$ cat config.mk
export PLATFORM = sky130hd
export DESIGN_NAME = irq_select_core
export DESIGN_NICKNAME = d
export VERILOG_FILES = /design/src/rtl/irq_sel_pkg.sv /design/src/rtl/irq_state_bank.sv /design/src/rtl/prio_tree.sv /design/src/rtl/cpu_decide.sv /design/src/rtl/irq_select_core.sv
export SDC_FILE = /design/constraint.sdc
export NUM_CORES = 2
export LEC_CHECK = 0
export BUFFER_PORTS_ARGS = -buffer_cell sky130_fd_sc_hd__buf_2
export CORE_ASPECT_RATIO = 0.6
export CORE_MARGIN = 2
export CORE_UTILIZATION = 51
export CTS_BUF_LIST = sky130_fd_sc_hd__clkbuf_8
export CTS_CLUSTER_DIAMETER = 100
export CTS_CLUSTER_SIZE = 20
export DETAILED_ROUTE_END_ITERATION = 6
export HOLD_SLACK_MARGIN = 0.12
export PLACE_DENSITY = 0.67
export SLEW_MARGIN = 5
export SYNTH_ARGS = -nofsm -noshare
export SYNTH_HDL_FRONTEND = slang
export SYNTH_SLANG_ARGS = --single-unit
$ cat constraint.sdc
create_clock -name clk -period 20.1 [get_ports clk]
set_input_delay 5.025 -clock clk [delete_from_list [all_inputs] [get_ports clk]]
set_output_delay 5.025 -clock clk [all_outputs]
set_load 0.1 [all_outputs]
$ cat src/rtl/irq_sel_pkg.sv
package irq_sel_pkg;

  localparam int PRIO_W = 8;
  localparam int RANK_W = PRIO_W + 1;
  localparam int IDW    = 10;
  localparam logic [IDW-1:0]    NO_IRQ    = 10'd1023;
  localparam logic [RANK_W-1:0] RANK_NONE = 9'h100;

  // Rank of one interrupt for one CPU: its priority if it may compete, else 0x100
  function automatic logic [RANK_W-1:0] cand_rank(input logic en, input logic pend,
                                                  input logic [PRIO_W-1:0] p);
    return (en && pend) ? {1'b0, p} : RANK_NONE;
  endfunction

  // Right-hand (higher ID) entry wins only when strictly more urgent
  function automatic logic right_wins(input logic [RANK_W-1:0] l, input logic [RANK_W-1:0] r);
    return r < l;
  endfunction

  function automatic logic mask_ok(input logic [RANK_W-1:0] best, input logic [PRIO_W-1:0] m);
    return best <= {1'b0, m};
  endfunction

  function automatic logic preempts(input logic [RANK_W-1:0] best, input logic [RANK_W-1:0] run);
    return best < run;
  endfunction

endpackage

$ cat src/rtl/irq_state_bank.sv
module irq_state_bank
  import irq_sel_pkg::*;
#(
  parameter int NCPU      = 2,
  parameter int NIRQ      = 64,
  parameter int CPU_IDX_W = (NCPU > 1) ? $clog2(NCPU) : 1
) (
  input  logic                        clk,
  input  logic                        rst_n,
  input  logic                        cfg_wr,
  input  logic [IDW-1:0]              cfg_id,
  input  logic                        cfg_en,
  input  logic                        cfg_edge,
  input  logic [NCPU-1:0]             cfg_tgt,
  input  logic                        prio_wr,
  input  logic [IDW-1:0]              prio_id,
  input  logic [CPU_IDX_W-1:0]        prio_cpu,
  input  logic [PRIO_W-1:0]           prio_val,
  input  logic                        pend_set,
  input  logic                        pend_clr,
  input  logic [IDW-1:0]              pend_id,
  input  logic [NCPU-1:0]             pend_mask,
  input  logic [NIRQ-33:0]            ext_lvl,
  output logic [NIRQ-1:0]             en_vec,
  output logic [NCPU*NIRQ-1:0]        pend_flat,
  output logic [NCPU*NIRQ*PRIO_W-1:0] prio_flat,
  output logic [NIRQ-33:0]            ext_rise
);
  localparam int NEXT = NIRQ - 32;
  localparam int NBNK = 32;

  logic [NIRQ-1:0]   en_q;
  logic [NEXT-1:0]   edge_q;
  logic [NEXT-1:0]   lvl_q;
  logic [NCPU-1:0]   tgt_q  [NEXT];
  logic [NCPU-1:0]   pend_q [NIRQ];
  logic [NCPU-1:0]   pend_nx[NIRQ];
  logic [PRIO_W-1:0] bank_q [NCPU][NBNK];
  logic [PRIO_W-1:0] shr_q  [NEXT];

  assign ext_rise = ext_lvl & ~lvl_q;
  assign en_vec   = en_q;

  // Pending update order: external edge, set strobe, then clear strobe (clear wins)
  always_comb begin
    for (int i = 0; i < NIRQ; i++) pend_nx[i] = pend_q[i];
    for (int e = 0; e < NEXT; e++) begin
      if (ext_rise[e] && (edge_q[e] || en_q[e+32]))
        pend_nx[e+32] = pend_nx[e+32] | tgt_q[e];
    end
    for (int i = 0; i < NIRQ; i++) begin
      if (pend_set && pend_id == IDW'(i)) pend_nx[i] = pend_nx[i] | pend_mask;
    end
    for (int i = 0; i < NIRQ; i++) begin
      if (pend_clr && pend_id == IDW'(i)) pend_nx[i] = pend_nx[i] & ~pend_mask;
    end
  end

  always_ff @(posedge clk) begin
    if (!rst_n) begin
      for (int i = 0; i < NIRQ; i++) pend_q[i] <= '0;
      lvl_q <= '0;
    end else begin
      for (int i = 0; i < NIRQ; i++) pend_q[i] <= pend_nx[i];
      lvl_q <= ext_lvl;
    end
  end

  always_ff @(posedge clk) begin
    if (!rst_n) begin
      en_q   <= '0;
      edge_q <= '0;
      for (int e = 0; e < NEXT; e++) tgt_q[e] <= '0;
    end else if (cfg_wr) begin
      for (int i = 0; i < NIRQ; i++)
        if (cfg_id == IDW'(i)) en_q[i] <= cfg_en;
      for (int e = 0; e < NEXT; e++)
        if (cfg_id == IDW'(e + 32)) begin
          edge_q[e] <= cfg_edge;
          tgt_q[e]  <= cfg_tgt;
        end
    end
  end

  always_ff @(posedge clk) begin
    if (!rst_n) begin
      for (int c = 0; c < NCPU; c++)
        for (int k = 0; k < NBNK; k++) bank_q[c][k] <= '0;
      for (int e = 0; e < NEXT; e++) shr_q[e] <= '0;
    end else if (prio_wr) begin
      for (int c = 0; c < NCPU; c++)
        for (int k = 0; k < NBNK; k++)
          if (prio_cpu == CPU_IDX_W'(c) && prio_id == IDW'(k)) bank_q[c][k] <= prio_val;
      for (int e = 0; e < NEXT; e++)
        if (prio_id == IDW'(e + 32)) shr_q[e] <= prio_val;
    end
  end

  for (genvar gc = 0; gc < NCPU; gc++) begin : g_cpu
    for (genvar gi = 0; gi < NIRQ; gi++) begin : g_irq
      assign pend_flat[gc*NIRQ + gi] = pend_q[gi][gc];
      if (gi < NBNK) begin : g_bank
        assign prio_flat[(gc*NIRQ + gi)*PRIO_W +: PRIO_W] = bank_q[gc][gi];
      end else begin : g_shared
        assign prio_flat[(gc*NIRQ + gi)*PRIO_W +: PRIO_W] = shr_q[gi-NBNK];
      end
    end
  end

endmodule

$ cat src/rtl/prio_tree.sv
module prio_tree
  import irq_sel_pkg::*;
#(
  parameter int N = 64
) (
  input  logic [N*RANK_W-1:0] ranks,
  output logic [RANK_W-1:0]   best_rank,
  output logic [IDW-1:0]      best_id
);
  localparam int LVLS  = (N > 1) ? $clog2(N) : 1;
  localparam int NP    = 1 << LVLS;
  localparam int NODES = 2*NP - 1;

  logic [RANK_W-1:0] nr [NODES];
  logic [IDW-1:0]    ni [NODES];

  // Leaves: heap layout, leaf k at NP-1+k, lower IDs on the left
  for (genvar k = 0; k < NP; k++) begin : g_leaf
    if (k < N) begin : g_real
      assign nr[NP-1+k] = ranks[k*RANK_W +: RANK_W];
      assign ni[NP-1+k] = (ranks[k*RANK_W +: RANK_W] == RANK_NONE) ? NO_IRQ : IDW'(k);
    end else begin : g_pad
      assign nr[NP-1+k] = RANK_NONE;
      assign ni[NP-1+k] = NO_IRQ;
    end
  end

  for (genvar n = 0; n < NP-1; n++) begin : g_node
    logic pick_r;
    assign pick_r = right_wins(nr[2*n+1], nr[2*n+2]);
    assign nr[n]  = pick_r ? nr[2*n+2] : nr[2*n+1];
    assign ni[n]  = pick_r ? ni[2*n+2] : ni[2*n+1];
  end

  assign best_rank = nr[0];
  assign best_id   = ni[0];

endmodule

$ cat src/rtl/cpu_decide.sv
module cpu_decide
  import irq_sel_pkg::*;
(
  input  logic              clk,
  input  logic              rst_n,
  input  logic              gate,
  input  logic [RANK_W-1:0] best_rank,
  input  logic [IDW-1:0]    best_id,
  input  logic [PRIO_W-1:0] pmask,
  input  logic [RANK_W-1:0] run_prio,
  output logic              mask_pass,
  output logic              preempt,
  output logic              req_q,
  output logic [IDW-1:0]    id_q
);
  assign mask_pass = mask_ok(best_rank, pmask);
  assign preempt   = preempts(best_rank, run_prio);

  always_ff @(posedge clk) begin
    if (!rst_n) begin
      req_q <= 1'b0;
      id_q  <= NO_IRQ;
    end else if (!gate || !mask_pass) begin
      req_q <= 1'b0;
      id_q  <= NO_IRQ;
    end else begin
      req_q <= preempt;
      id_q  <= best_id;
    end
  end

endmodule

$ cat src/rtl/irq_select_core.sv
module irq_select_core
  import irq_sel_pkg::*;
#(
  parameter int NCPU      = 2,
  parameter int NIRQ      = 64,
  parameter int CPU_IDX_W = (NCPU > 1) ? $clog2(NCPU) : 1
) (
  input  logic                   clk,
  input  logic                   rst_n,
  input  logic                   gbl_en,
  input  logic [NCPU-1:0]        cpu_if_en,
  input  logic                   cfg_wr,
  input  logic [9:0]             cfg_id,
  input  logic                   cfg_en,
  input  logic                   cfg_edge,
  input  logic [NCPU-1:0]        cfg_tgt,
  input  logic                   prio_wr,
  input  logic [9:0]             prio_id,
  input  logic [CPU_IDX_W-1:0]   prio_cpu,
  input  logic [7:0]             prio_val,
  input  logic                   pend_set,
  input  logic                   pend_clr,
  input  logic [9:0]             pend_id,
  input  logic [NCPU-1:0]        pend_mask,
  input  logic [NIRQ-33:0]       ext_lvl,
  input  logic [NCPU*8-1:0]      pmask,
  input  logic [NCPU*9-1:0]      run_prio,
  output logic [NCPU-1:0]        irq_req,
  output logic [NCPU*10-1:0]     cur_id
);
  localparam int NEXT = NIRQ - 32;

  logic [NIRQ-1:0]             en_vec;
  logic [NCPU*NIRQ-1:0]        pend_all;
  logic [NCPU*NIRQ*PRIO_W-1:0] prio_all;
  logic [NEXT-1:0]             ext_rise;
  logic [NCPU*RANK_W-1:0]      tree_rank_all;
  logic [NCPU-1:0]             mask_pass_all;
  logic [NCPU-1:0]             preempt_all;

  irq_state_bank #(.NCPU(NCPU), .NIRQ(NIRQ), .CPU_IDX_W(CPU_IDX_W)) u_bank (
    .clk       (clk),
    .rst_n     (rst_n),
    .cfg_wr    (cfg_wr),
    .cfg_id    (cfg_id),
    .cfg_en    (cfg_en),
    .cfg_edge  (cfg_edge),
    .cfg_tgt   (cfg_tgt),
    .prio_wr   (prio_wr),
    .prio_id   (prio_id),
    .prio_cpu  (prio_cpu),
    .prio_val  (prio_val),
    .pend_set  (pend_set),
    .pend_clr  (pend_clr),
    .pend_id   (pend_id),
    .pend_mask (pend_mask),
    .ext_lvl   (ext_lvl),
    .en_vec    (en_vec),
    .pend_flat (pend_all),
    .prio_flat (prio_all),
    .ext_rise  (ext_rise)
  );

  for (genvar gc = 0; gc < NCPU; gc++) begin : g_cpu
    logic [NIRQ*RANK_W-1:0] ranks;
    logic [RANK_W-1:0]      best_rank;
    logic [IDW-1:0]         best_id;

    for (genvar gi = 0; gi < NIRQ; gi++) begin : g_rank
      assign ranks[gi*RANK_W +: RANK_W] =
        cand_rank(en_vec[gi], pend_all[gc*NIRQ + gi],
                  prio_all[(gc*NIRQ + gi)*PRIO_W +: PRIO_W]);
    end

    prio_tree #(.N(NIRQ)) u_tree (
      .ranks     (ranks),
      .best_rank (best_rank),
      .best_id   (best_id)
    );

    assign tree_rank_all[gc*RANK_W +: RANK_W] = best_rank;

    cpu_decide u_dec (
      .clk       (clk),
      .rst_n     (rst_n),
      .gate      (gbl_en && cpu_if_en[gc]),
      .best_rank (best_rank),
      .best_id   (best_id),
      .pmask     (pmask[gc*8 +: 8]),
      .run_prio  (run_prio[gc*9 +: 9]),
      .mask_pass (mask_pass_all[gc]),
      .preempt   (preempt_all[gc]),
      .req_q     (irq_req[gc]),
      .id_q      (cur_id[gc*10 +: 10])
    );
  end

endmodule

==> metrics.md <==
| Metric | Value |
|---|---|
| Main flop type after synthesis | edfxtp_1 |
| Cell Rows | 115 |
| Clock power share | 29.3% |
| CP arrival | 19360 ps |
| Root buffer cell | clkbuf_8 |
| Synth cell count leaders | 1361 x nand2_1, 1190 x nor2_1, 846 x ha_1, 832 x edfxtp_1, 792 x o21ai_0 |
| Synth Warn # | 0 |
| Worst hold stages | 2 |
| Die height | 319 µm |
| Routed WL per cell | 26.2 µm |
| EDFF count, synth | 832 |
| Number of global-route vias before repair | 70500 |
| DRC errors left | 10 |
| Port-buffer cells | 141 |
| Max-slew violation count | 2 |
| Syn_nets | 11000 |
| Grt ovf | 0 |
| Largest area contributor in the netlist | edfxtp_1 |
| Non-Filler Instances | 12300 |
| Seq/Total Area, Yosys | 36.0% |
| Clock Latency Late Sink | 910 ps |
| Worst slack, placed | 1930 ps |
| CP Max Fanout | 18 |
| Max clock buf depth | 3 |
| Area contributors post-synth | edfxtp_1 30%, ha_1 13%, dfxtp_1 6.4% |
| CP Class | reg2reg |
| Min cycle time layout | 18610 ps |
| Core ar. | 0.164 mm² |
| Antenna violations before repair | 35 |
| Fmax | 53.7 MHz |
| Dpl hpwl | 249 mm |
| # IOs | 142 |
| Clock sinks | 1104 |
| Largest net degree at the start of global routing | 207 |
| Register-to-Register Setup Slack | 1490 ps |
| Layout area overhead | 4.94% |
| WHS | 482 ps |
| Synthesized area | 0.0845 mm² |
| Final WL | 321 mm |
| Crit path top cell by count | a21oi_1 |
| CTS Hold Bufs | 0 |
| Die area | 0.169 mm² |
| Hold Startpoint | u_bank.edge_q[9]$_SDFFE_PN0P_ |
| Yosys top cell area share | 29.6% |
| Pleak | 0.0373 µW |
| VDD IR-drop max | 0.0582 mV |
| Flops & latches, synth | 1104 |
| Critical Path RT | 20860 ps |
| Max stage delay on crit path | 960 ps |
| Sum Neg Setup Slack | 0 ps |
| RR Endpoint | g_cpu[0].u_dec.id_q[3]$_SDFF_PP1_ |
| WHS Endpoint | u_bank.edge_q[9]$_SDFFE_PN0P_ |
| Num CTS Buffers | 67 |
| Layout cells sized above 1 | 6.47% |
| Fin crit share | 92.6% |
| Vias per inst | 6.47 |
| Hold crit path type | reg2reg |
| Seq pwr share | 66.0% |
| Final Cell Area | 0.0887 mm² |
| RSZ-0062 raised after global routing | false |
| Avg Inst Size Synth | 8.40 µm² |
| Ys async rst share | 0% |
| Total global routing track utilization | 36.7% |
| Final setup fails | 0 |
| Crit. End Element | register |
| Netlist cell types | 114 |
| RR Startpoint | u_bank.en_vec[33]$_SDFFE_PN0P_ |
| Worst rel slew slack | -1.76% |
| Post_cts resized | 0 |
| Status | complete, but fails checks |
| Pint | 2930 µW |
| Post-CTS setup buffer count | 0 |
| First-pass GRT wire length | 466 mm |
| Clock transition at path regs | 150 ps |
| Fin nets | 10900 |
| Part of the power in combinational logic | 4.7% |
| Worst-Margin Slew | 1520 ps |
| First-pass detailed-route iteration total | 7 |
| Failing checks | design-rule violations, max-capacitance violations, max-slew violations |
| Top-count cell post-synth | nand2_1 |
| Final antenna-violating net count | 0 |
| Slowest cell on the critical path | o21ai_0 |
| Final WS setup | 1490 ps |
| Max Cap Viol | 1 |
| DR iter-0 viols | 10900 |
| R2R cell count | 80 |
| Vias | 79300 |
| Initial Util | 51.5% |
| Power per cell area | 44.6 mW/mm² |
| Mapped Cells | 10100 |
| Die X | 530 µm |
| Final Hold Violating Endpoints | 0 |
| Placer Congestion | 1.01 |
| Clk_skew | 58.3 ps |
| TritonCTS clock tree | done |
| H-Tree Depth | 3 |
| Switch share | 26.0% |
| Psw | 1030 µW |
| Placed inst area | 0.0874 mm² |
| Crit path launch type | register |
| Post-Place Cells | 12100 |
[sequential cells by signal (all words and copies together) (netlist names), named ones only]
signal / cells
u_bank.lvl_q: 32
g_cpu.u_dec.req_q: 2
u_bank.shr_q: 256
u_bank.en_vec: 64
g_cpu.u_dec.id_q: 14
u_bank.bank_q: 512
u_bank.tgt_q: 64
u_bank.pend_q: 64
u_bank.edge_q: 32
[cell type report]
class	count	area (µm²)
fillers	15200	75500
multi-input cells	7954	50400
flip-flops and latches	1104	30400
well taps	2223	2780
inverters	551	2070
repair buffers	279	1760
clock buffers	71	977
clock inverters	48	243
diodes	24	60.1
[cells in the final DEF (no fill, tap or decap), drive strengths merged, types with 217 or more instances in the layout]
| cell | netlist | layout |
|---|---|---|
| inv | 549 | 593 |
| mux2i | 217 | 217 |
| nand3 | 397 | 397 |
| o21ai | 808 | 808 |
| a21oi | 679 | 679 |
| nor2 | 1192 | 1192 |
| dfxtp | 272 | 272 |
| and3 | 353 | 353 |
| ha | 846 | 846 |
| nand2 | 1361 | 1361 |
| edfxtp | 832 | 832 |
| buf | 50 | 279 |
[through the flow]
step,total power (µW),util (%)
final,3960,54.0
after global routing,4040,54.0
after CTS,3940,54.0
after detailed placement,2840,53.3
after global placement,2830,53.3
after floorplan,2710,-
[layer usage]
layer / part of all wire, % / wire length, µm / up-vias / GRT usage, %
met5: 0.090 / 290 / - / 0
met4: 3.4 / 10900 / 6 / 11.0
met3: 15 / 48500 / 502 / 12.8
met2: 37 / 119000 / 4601 / 47.3
met1: 45 / 143000 / 37700 / 56.2
li1: - / - / 36500 / -
[how the worst max path moves through the flow]
| stage | depth (start not counted) | startpoint | endpoint | slack, ps |
|---|---|---|---|---|
| after floorplan | 97 | u_bank.en_vec[46]$_SDFFE_PN0P_ | g_cpu[0].u_dec.id_q[3]$_SDFF_PP1_ | 4830 |
| after global placement | 83 | u_bank.en_vec[33]$_SDFFE_PN0P_ | g_cpu[0].u_dec.id_q[3]$_SDFF_PP1_ | 2020 |
| after detailed placement | 83 | u_bank.en_vec[33]$_SDFFE_PN0P_ | g_cpu[0].u_dec.id_q[3]$_SDFF_PP1_ | 1930 |
| after CTS | 84 | u_bank.en_vec[33]$_SDFFE_PN0P_ | g_cpu[0].u_dec.id_q[3]$_SDFF_PP1_ | 1810 |
| after global routing | 84 | u_bank.en_vec[33]$_SDFFE_PN0P_ | g_cpu[0].u_dec.id_q[3]$_SDFF_PP1_ | 20 |
| final | 80 | u_bank.en_vec[33]$_SDFFE_PN0P_ | g_cpu[0].u_dec.id_q[3]$_SDFF_PP1_ | 1490 |
[power by group through the flow]
stage	combinational [µW]	sequential [µW]	clock (µW)
final	186	2610	1160
after global routing	193	2620	1230
after CTS	180	2610	1160
after detailed placement	180	2660	0
after global placement	177	2660	0
after floorplan	88.3	2630	0
[worst max-delay path: cells and delay by family (launching register included)]
family / cells / cell delay (ps)
fa+ha+maj: 7 / 2460
buf+inv: 4 / 530
compound gates: 42 / 10440
flops: 1 / 830
mux: 1 / 740
simple gates: 26 / 3390
[cell families after synthesis]
family	synth area share [%]
flip-flops	36.0
buffers and inverters	4.57
multiplexers	4.27
adder cells (fa/ha/maj)	12.6
AO/OA/AOI/OAI	20.1
AND/OR/NAND/NOR	22.3
XOR/XNOR	0.104
(Power assumes the default switching activity.)
